===== src/rtl/wdt_scaled_pkg.sv =====
`timescale 1ns/1ps
package wdt_scaled_pkg;
  typedef enum logic [1:0] {
    CFG_OPT   = 2'd0,
    CFG_COUNT = 2'd1,
    CFG_CTRL  = 2'd2,
    CFG_NONE  = 2'd3
  } cfg_sel_e;

  localparam int OPT_LONG_BIT  = 3;
  localparam int OPT_PIN_BIT   = 2;
  localparam int CTL_MOUSE_BIT = 7;
  localparam int CTL_KBD_BIT   = 6;
  localparam int CTL_FORCE_BIT = 5;
  localparam int CTL_FIRED_BIT = 4;
  localparam int SEL_W         = 4;

  // ticks per timer unit
  function automatic int unsigned unit_period(input logic long_sel,
                                              input int unsigned long_units);
    return long_sel ? long_units : 32'd1;
  endfunction
endpackage


===== src/rtl/wdt_prescale.sv =====
`timescale 1ns/1ps
module wdt_prescale
  import wdt_scaled_pkg::*;
#(
  parameter int unsigned LONG_UNITS = 60
) (
  input  logic clk,
  input  logic rst_n,
  input  logic tick_i,
  input  logic run_i,
  input  logic restart_i,
  input  logic long_i,
  output logic step_o
);
  localparam int PW = (LONG_UNITS > 1) ? $clog2(LONG_UNITS) : 1;

  logic [PW-1:0] pre_q;
  logic [31:0]   per_m1;
  logic          at_end;

  assign per_m1 = unit_period(long_i, LONG_UNITS) - 32'd1;
  assign at_end = 32'(pre_q) >= per_m1;
  assign step_o = run_i & tick_i & ~restart_i & at_end;

  always_ff @(posedge clk or negedge rst_n) begin
    if (!rst_n)                 pre_q <= '0;
    else if (restart_i || !run_i) pre_q <= '0;
    else if (tick_i)            pre_q <= at_end ? '0 : pre_q + 1'b1;
  end

  assert_pre_bound_R4: assert property (@(posedge clk) disable iff (!rst_n)
    32'(pre_q) < LONG_UNITS || LONG_UNITS == 1);
  assert_restart_clears_R5: assert property (@(posedge clk) disable iff (!rst_n)
    restart_i |=> pre_q == '0);
endmodule


===== src/rtl/wdt_countdown.sv =====
`timescale 1ns/1ps
module wdt_countdown #(
  parameter int CW = 8
) (
  input  logic          clk,
  input  logic          rst_n,
  input  logic          load_i,
  input  logic [CW-1:0] load_val_i,
  input  logic          force_i,
  input  logic          step_i,
  output logic [CW-1:0] cnt_o,
  output logic          expire_o
);
  logic [CW-1:0] cnt_q;

  assign cnt_o    = cnt_q;
  assign expire_o = step_i & (cnt_q == CW'(1)) & ~load_i & ~force_i;

  always_ff @(posedge clk or negedge rst_n) begin
    if (!rst_n)                    cnt_q <= '0;
    else if (load_i)               cnt_q <= load_val_i;
    else if (force_i)              cnt_q <= '0;
    else if (step_i && cnt_q != 0) cnt_q <= cnt_q - 1'b1;
  end

  assert_load_value_R2: assert property (@(posedge clk) disable iff (!rst_n)
    load_i |=> cnt_q == $past(load_val_i));
  assert_dec_by_one_R3: assert property (@(posedge clk) disable iff (!rst_n)
    (step_i && !load_i && !force_i && cnt_q != 0) |=> cnt_q == $past(cnt_q) - 1'b1);
  assert_hold_zero_R6: assert property (@(posedge clk) disable iff (!rst_n)
    (cnt_q == 0 && !load_i) |=> cnt_q == 0);
endmodule


===== src/rtl/wdt_status.sv =====
`timescale 1ns/1ps
module wdt_status
  import wdt_scaled_pkg::*;
#(
  parameter int IRQ_LINES = 16
) (
  input  logic                 clk,
  input  logic                 rst_n,
  input  logic                 ctl_we,
  input  logic                 wr_mouse_en,
  input  logic                 wr_kbd_en,
  input  logic                 wr_keep_fired,
  input  logic [SEL_W-1:0]     wr_sel,
  input  logic                 expire_i,
  input  logic                 force_i,
  output logic                 mouse_en_o,
  output logic                 kbd_en_o,
  output logic                 fired_o,
  output logic [SEL_W-1:0]     sel_o,
  output logic                 timeout_o,
  output logic [IRQ_LINES-1:0] irq_o
);
  logic                 mouse_en_q, kbd_en_q, fired_q, timeout_q;
  logic [SEL_W-1:0]     sel_q, sel_next;
  logic [IRQ_LINES-1:0] irq_q, line_hit;
  logic                 fired_kept, fire_evt;

  assign fired_kept = fired_q & ~(ctl_we & ~wr_keep_fired);
  assign fire_evt   = (expire_i | force_i) & ~fired_kept;
  assign sel_next   = ctl_we ? wr_sel : sel_q;

  for (genvar g = 0; g < IRQ_LINES; g++) begin : g_route
    assign line_hit[g] = (sel_next == SEL_W'(g));
  end

  always_ff @(posedge clk or negedge rst_n) begin
    if (!rst_n) begin
      mouse_en_q <= 1'b0;
      kbd_en_q   <= 1'b0;
      sel_q      <= '0;
      fired_q    <= 1'b0;
      timeout_q  <= 1'b0;
      irq_q      <= '0;
    end else begin
      if (ctl_we) begin
        mouse_en_q <= wr_mouse_en;
        kbd_en_q   <= wr_kbd_en;
        sel_q      <= wr_sel;
      end
      fired_q   <= fired_kept | fire_evt;
      timeout_q <= fire_evt;
      irq_q     <= fire_evt ? line_hit : '0;
    end
  end

  assign mouse_en_o = mouse_en_q;
  assign kbd_en_o   = kbd_en_q;
  assign fired_o    = fired_q;
  assign sel_o      = sel_q;
  assign timeout_o  = timeout_q;
  assign irq_o      = irq_q;

  assert_pulse_sets_fired_R6: assert property (@(posedge clk) disable iff (!rst_n)
    timeout_q |-> fired_q);
  assert_irq_onehot_R7: assert property (@(posedge clk) disable iff (!rst_n)
    $onehot0(irq_q));
  assert_irq_with_pulse_R7: assert property (@(posedge clk) disable iff (!rst_n)
    (irq_q != '0) |-> timeout_q);
  assert_fired_sticky_R12: assert property (@(posedge clk) disable iff (!rst_n)
    (fired_q && !(ctl_we && !wr_keep_fired)) |=> fired_q);
endmodule


===== src/rtl/wdt_scaled.sv =====
`timescale 1ns/1ps
module wdt_scaled
  import wdt_scaled_pkg::*;
#(
  parameter int          CW         = 8,
  parameter int unsigned LONG_UNITS = 60,
  parameter int          IRQ_LINES  = 16
) (
  input  logic                 clk,
  input  logic                 rst_n,
  input  logic                 cfg_we,
  input  logic [1:0]           cfg_addr,
  input  logic [CW-1:0]        cfg_wdata,
  output logic [CW-1:0]        cfg_rdata,
  input  logic                 tick_i,
  input  logic                 mouse_irq_i,
  input  logic                 kbd_irq_i,
  input  logic                 kbd_pin_i,
  output logic                 timeout_o,
  output logic [IRQ_LINES-1:0] irq_o
);
  cfg_sel_e         sel;
  logic [CW-1:0]    opt_q, reload_q, cnt;
  logic             wr_opt, wr_cnt, wr_ctl;
  logic             mouse_en, kbd_en, fired;
  logic [SEL_W-1:0] irq_sel;
  logic             load_en, force_req, step, expire;
  logic [CW-1:0]    load_val;

  assign sel    = cfg_sel_e'(cfg_addr);
  assign wr_opt = cfg_we && sel == CFG_OPT;
  assign wr_cnt = cfg_we && sel == CFG_COUNT;
  assign wr_ctl = cfg_we && sel == CFG_CTRL;

  assign load_en   = wr_cnt | (mouse_irq_i & mouse_en) | (kbd_irq_i & kbd_en);
  assign load_val  = wr_cnt ? cfg_wdata : reload_q;
  assign force_req = (wr_ctl & cfg_wdata[CTL_FORCE_BIT])
                   | (opt_q[OPT_PIN_BIT] & kbd_pin_i);

  always_ff @(posedge clk or negedge rst_n) begin
    if (!rst_n) begin
      opt_q    <= '0;
      reload_q <= '0;
    end else begin
      if (wr_opt) opt_q    <= cfg_wdata;
      if (wr_cnt) reload_q <= cfg_wdata;
    end
  end

  wdt_prescale #(.LONG_UNITS(LONG_UNITS)) u_pre (
    .clk(clk), .rst_n(rst_n), .tick_i(tick_i), .run_i(cnt != '0),
    .restart_i(load_en), .long_i(opt_q[OPT_LONG_BIT]), .step_o(step)
  );

  wdt_countdown #(.CW(CW)) u_cnt (
    .clk(clk), .rst_n(rst_n), .load_i(load_en), .load_val_i(load_val),
    .force_i(force_req), .step_i(step), .cnt_o(cnt), .expire_o(expire)
  );

  wdt_status #(.IRQ_LINES(IRQ_LINES)) u_stat (
    .clk(clk), .rst_n(rst_n), .ctl_we(wr_ctl),
    .wr_mouse_en(cfg_wdata[CTL_MOUSE_BIT]), .wr_kbd_en(cfg_wdata[CTL_KBD_BIT]),
    .wr_keep_fired(cfg_wdata[CTL_FIRED_BIT]), .wr_sel(cfg_wdata[SEL_W-1:0]),
    .expire_i(expire), .force_i(force_req),
    .mouse_en_o(mouse_en), .kbd_en_o(kbd_en), .fired_o(fired), .sel_o(irq_sel),
    .timeout_o(timeout_o), .irq_o(irq_o)
  );

  always_comb begin
    cfg_rdata = '0;
    unique case (sel)
      CFG_OPT:   cfg_rdata = opt_q;
      CFG_COUNT: cfg_rdata = cnt;
      CFG_CTRL: begin
        cfg_rdata[CTL_MOUSE_BIT] = mouse_en;
        cfg_rdata[CTL_KBD_BIT]   = kbd_en;
        cfg_rdata[CTL_FIRED_BIT] = fired;
        cfg_rdata[SEL_W-1:0]     = irq_sel;
      end
      default:   cfg_rdata = '0;
    endcase
  end

  assert_zero_count_idle_R2: assert property (@(posedge clk) disable iff (!rst_n)
    (cnt == '0) |-> !step);
  assert_pin_ignored_R11: assert property (@(posedge clk) disable iff (!rst_n)
    (!opt_q[OPT_PIN_BIT] && !wr_ctl && !load_en && cnt != '0 && !step) |=> cnt == $past(cnt));
endmodule


===== config.mk =====
export PLATFORM = sky130hd
export DESIGN_NAME = wdt_scaled
export DESIGN_NICKNAME = d
export VERILOG_FILES = /design/src/rtl/wdt_scaled_pkg.sv /design/src/rtl/wdt_prescale.sv /design/src/rtl/wdt_countdown.sv /design/src/rtl/wdt_status.sv /design/src/rtl/wdt_scaled.sv
export SDC_FILE = /design/constraint.sdc
export NUM_CORES = 1
export LEC_CHECK = 0
export ABC_CLOCK_PERIOD_IN_PS = 6230
export BUFFER_PORTS_ARGS = -buffer_cell sky130_fd_sc_hd__clkbuf_2
export CAP_MARGIN = 0
export CORE_ASPECT_RATIO = 0.5
export CORE_MARGIN = 1
export CORE_UTILIZATION = 30
export DETAILED_ROUTE_END_ITERATION = 7
export GPL_TIMING_DRIVEN = 0
export PLACE_DENSITY = 0.6
export SYNTH_ARGS = -nofsm -noshare
export SYNTH_HDL_FRONTEND = slang
export SYNTH_SLANG_ARGS = --single-unit

===== constraint.sdc =====
create_clock -name clk -period 6.23 [get_ports clk]
set_input_delay 0.623 -clock clk [delete_from_list [all_inputs] [get_ports clk]]
set_output_delay 0.623 -clock clk [all_outputs]
set_load 0.02 [all_outputs]

==> reports/qor.yml <==
clock_tree:
  post_cts_resize_count: 0
  htree_levels: 2
  clk_path_buf_depth: 2
  numCtsBuffers: 5
  cts-root-buf: "clkbuf_16"
  cts_setup_buffers: 0
  cts_hold_buf: 0
  clk_latency_ns: 0.30
  clk_pin_slew_worst_paths_ns: 0.07
  cts.sinks: 54
  cts_tree: "built"
logic_synthesis:
  netlist_instances: 268
  yosys-top-cells-area: "dfrtp_1 50%, nand2_1 5.8%, mux2_2 5.0%"
  synth_area_leader_cell: "dfrtp_1"
  ys_ff_latch: 54
  async_reset_ff_share_pct: 100
  ys_types: 52
  yosysTopAreaCellShare_pct: 49.6
  syn-num-nets: 293
  ys.flop_type: "dfrtp_1"
  seq_area_frac_synth_pct: 49.6
  synthesis.area_sq_um: 2720
  synth_area_per_cell_sq_um: 10.2
  ys_warn_count: 0
  synth_edf_count: 0
grt:
  grt_pass1_wl_mm: 10.4
  grt_pass1_vias: 2050
  antenna_found_initial: 0
  grt_use_met2_pct: 21.8
  track_usage_pct: 14.1
  grt_max_degree: 55
  top_usage_layer: "met2"
  use_met3_pct: 2.78
  met1_usage_pct: 19.5
  overflow: 0
cells_and_area:
  final_common_cell: "dfrtp_1"
  diodes: 0
  final_util_pct: 37.1
  layout-drive-gt1-share_pct: 23.9
  final_cell_mix: "54 x dfrtp_1, 42 x nand2_1, 41 x clkbuf_2, 29 x nor2_1, 18 x nand3_1"
  nNetsFinal: 342
  area_growth_pct: 19.4
critical_path:
  worstPathCellList: "clkbuf_2, clkbuf_1, nor2b_1, nand2_1, o21ai_0, clkbuf_2"
  r2r_cells: 8
  cp_slowest_cell: "nor2b_1"
  crit_path_end: "cfg_rdata[3]"
  path_common_cell: "clkbuf_2"
  path_class: "primary input to output pin"
  required_ns: 5.61
  cp_top_family: "simple AND/OR/NAND/NOR gates"
  crit_fanout: 10
  r2r_slack_ns: 3.82
  r2r_start: "u_cnt.cnt_o[1]$_DFFE_PN0P_"
  reg2reg_to: "u_stat.irq_o[10]$_DFF_PN0_"
  worst_setup_path_start_kind: "primary input"
  cp.depth: 6
  critical_path_buf_inv_count: 3
  cp-end-kind: "output pin"
  crit_start: "cfg_addr[1]"
  critPathArrivalTime_ns: 2.12
  cp_slowest_stage_delay_ns: 0.55
run:
  cap_violations: 0
outcome:
  status: "finished, final reports clean"
die:
  initial_core_util_pct: 31.1
  die_h_um: 69.4
  placementRows: 24
  ios: 42
  dieArea_sq_um: 9480
  coreArea_sq_um: 8770
  dieWidth_um: 137
placed_design:
  place_congestion: 0.821
  hpwl_mm: 4.32
  portBuffers: 41
timing:
  setup_viol: 0
  rsz0062_at_grt: "no"
  timing.final.crit_share_pct: 44.1
  hold_violations: 0
  worst_slew_pin_slew_ns: 0.803
  final.min_clock_period_ns: 2.75
  relSlewSlack_pct: 46.2
  finalSetupTns_ns: 0
  max_freq_ghz: 0.364
  finalMaxSlewViolations: 0
  skew_ns: 0.00531
route:
  initialDrtViolationCount: 134
  routed_wl_mm: 5.94
  via_count: 2107
  ant_nets: 0
  drtPass1Iterations: 4
  vias_per_cell: 4.84
  drc: 0
  wl_per_cell_um: 13.7
power:
  leakagePower_nw: 1.55
  cellPowerDensity_nw_per_um2: 324
  ir_drop_uv: 107
min_path:
  hold_path.class: "primary input to async pin"
-- synthesized netlist by cell type, drive strengths merged, types with 2 or more instances --
cell type / number
a21oi: 4
a22o: 5
a31oi: 4
and3: 3
buf: 5
clkbuf: 3
dfrtp: 54
ha: 8
inv: 10
mux2: 12
mux2i: 12
nand2: 42
nand2b: 2
nand3: 18
nand3b: 2
nand4: 4
nor2: 29
nor2b: 2
nor3: 4
nor3b: 2
nor4: 2
nor4b: 2
o211ai: 2
o21ai: 15
o22a: 2
xnor2: 2
xor2: 3
-- state kept, by name (all words and copies together) (netlist names) --
register           cells
u_cnt.cnt_o            8
u_stat.fired_o         1
u_stat.sel_o           4
opt_q                  8
u_stat.timeout_o       1
reload_q               8
u_stat.mouse_en_o      1
u_stat.irq_o          16
u_pre.pre_q            6
u_stat.kbd_en_o        1
-- report_power, final --
| part | switching [mW] | internal [mW] |
|---|---|---|
| Clock | 0.130 | 0.162 |
| Combinational | 0.185 | 0.122 |
| Sequential | 0.0504 | 0.403 |
-- layout make-up --
type | count | area [sq um]
sequential | 54 | 1350
inverter | 11 | 41.3
buffer | 8 | 45.0
timing repair buffer | 42 | 225
fill | 879 | 5520
multi-input combinational | 195 | 1280
tap | 117 | 146
clock inverter | 2 | 17.5
clock buffer | 6 | 139
-- metal layers --
| metal | vias to the layer above | routed length, um |
|---|---|---|
| li1 | 1047 | - |
| met1 | 1019 | 2980 |
| met2 | 34 | 2680 |
| met3 | 7 | 184 |
| met4 | 0 | 91 |
| met5 | - | 0 |
-- per-stage QoR --
step / worst slack (ns) / instances / total power [mW] / hold WS [ns] / area, sq um
after detailed placement: 3.45 / 426 / 0.764 / 0.453 / 3070
after global routing: 3.33 / 435 / 1.12 / 0.385 / 3250
after global placement: 3.49 / 426 / 0.760 / 0.455 / 3070
after floorplan: 3.94 / 268 / 0.677 / 0.327 / 2720
after CTS: 3.45 / 434 / 1.06 / 0.469 / 3230
final: 3.48 / 435 / 1.05 / 0.343 / 3250
-- cells by family after synthesis --
kind of cell	synth area share (%)
buffers and inverters	3.17
xor gates and xnor gates	1.61
muxes	9.38
DFF	49.6
adders and majority gates	3.68
AOI/OAI and AO/OA	11.8
and+or+nand+nor	20.7
-- how the worst min path moves through the flow --
stage                                            end  slack (ns)             startpoint
after detailed placement       reload_q[6]$_DFF_PN0_        0.45  reload_q[6]$_DFF_PN0_
after global placement         reload_q[6]$_DFF_PN0_        0.46  reload_q[6]$_DFF_PN0_
final                           opt_q[4]$_DFFE_PN0P_        0.34                  rst_n
after floorplan                 opt_q[0]$_DFFE_PN0P_        0.33                  rst_n
after CTS                      reload_q[6]$_DFF_PN0_        0.47  reload_q[6]$_DFF_PN0_
after global routing      u_stat.irq_o[14]$_DFF_PN0_        0.39                  rst_n
Power figures use the tool's default switching activity.
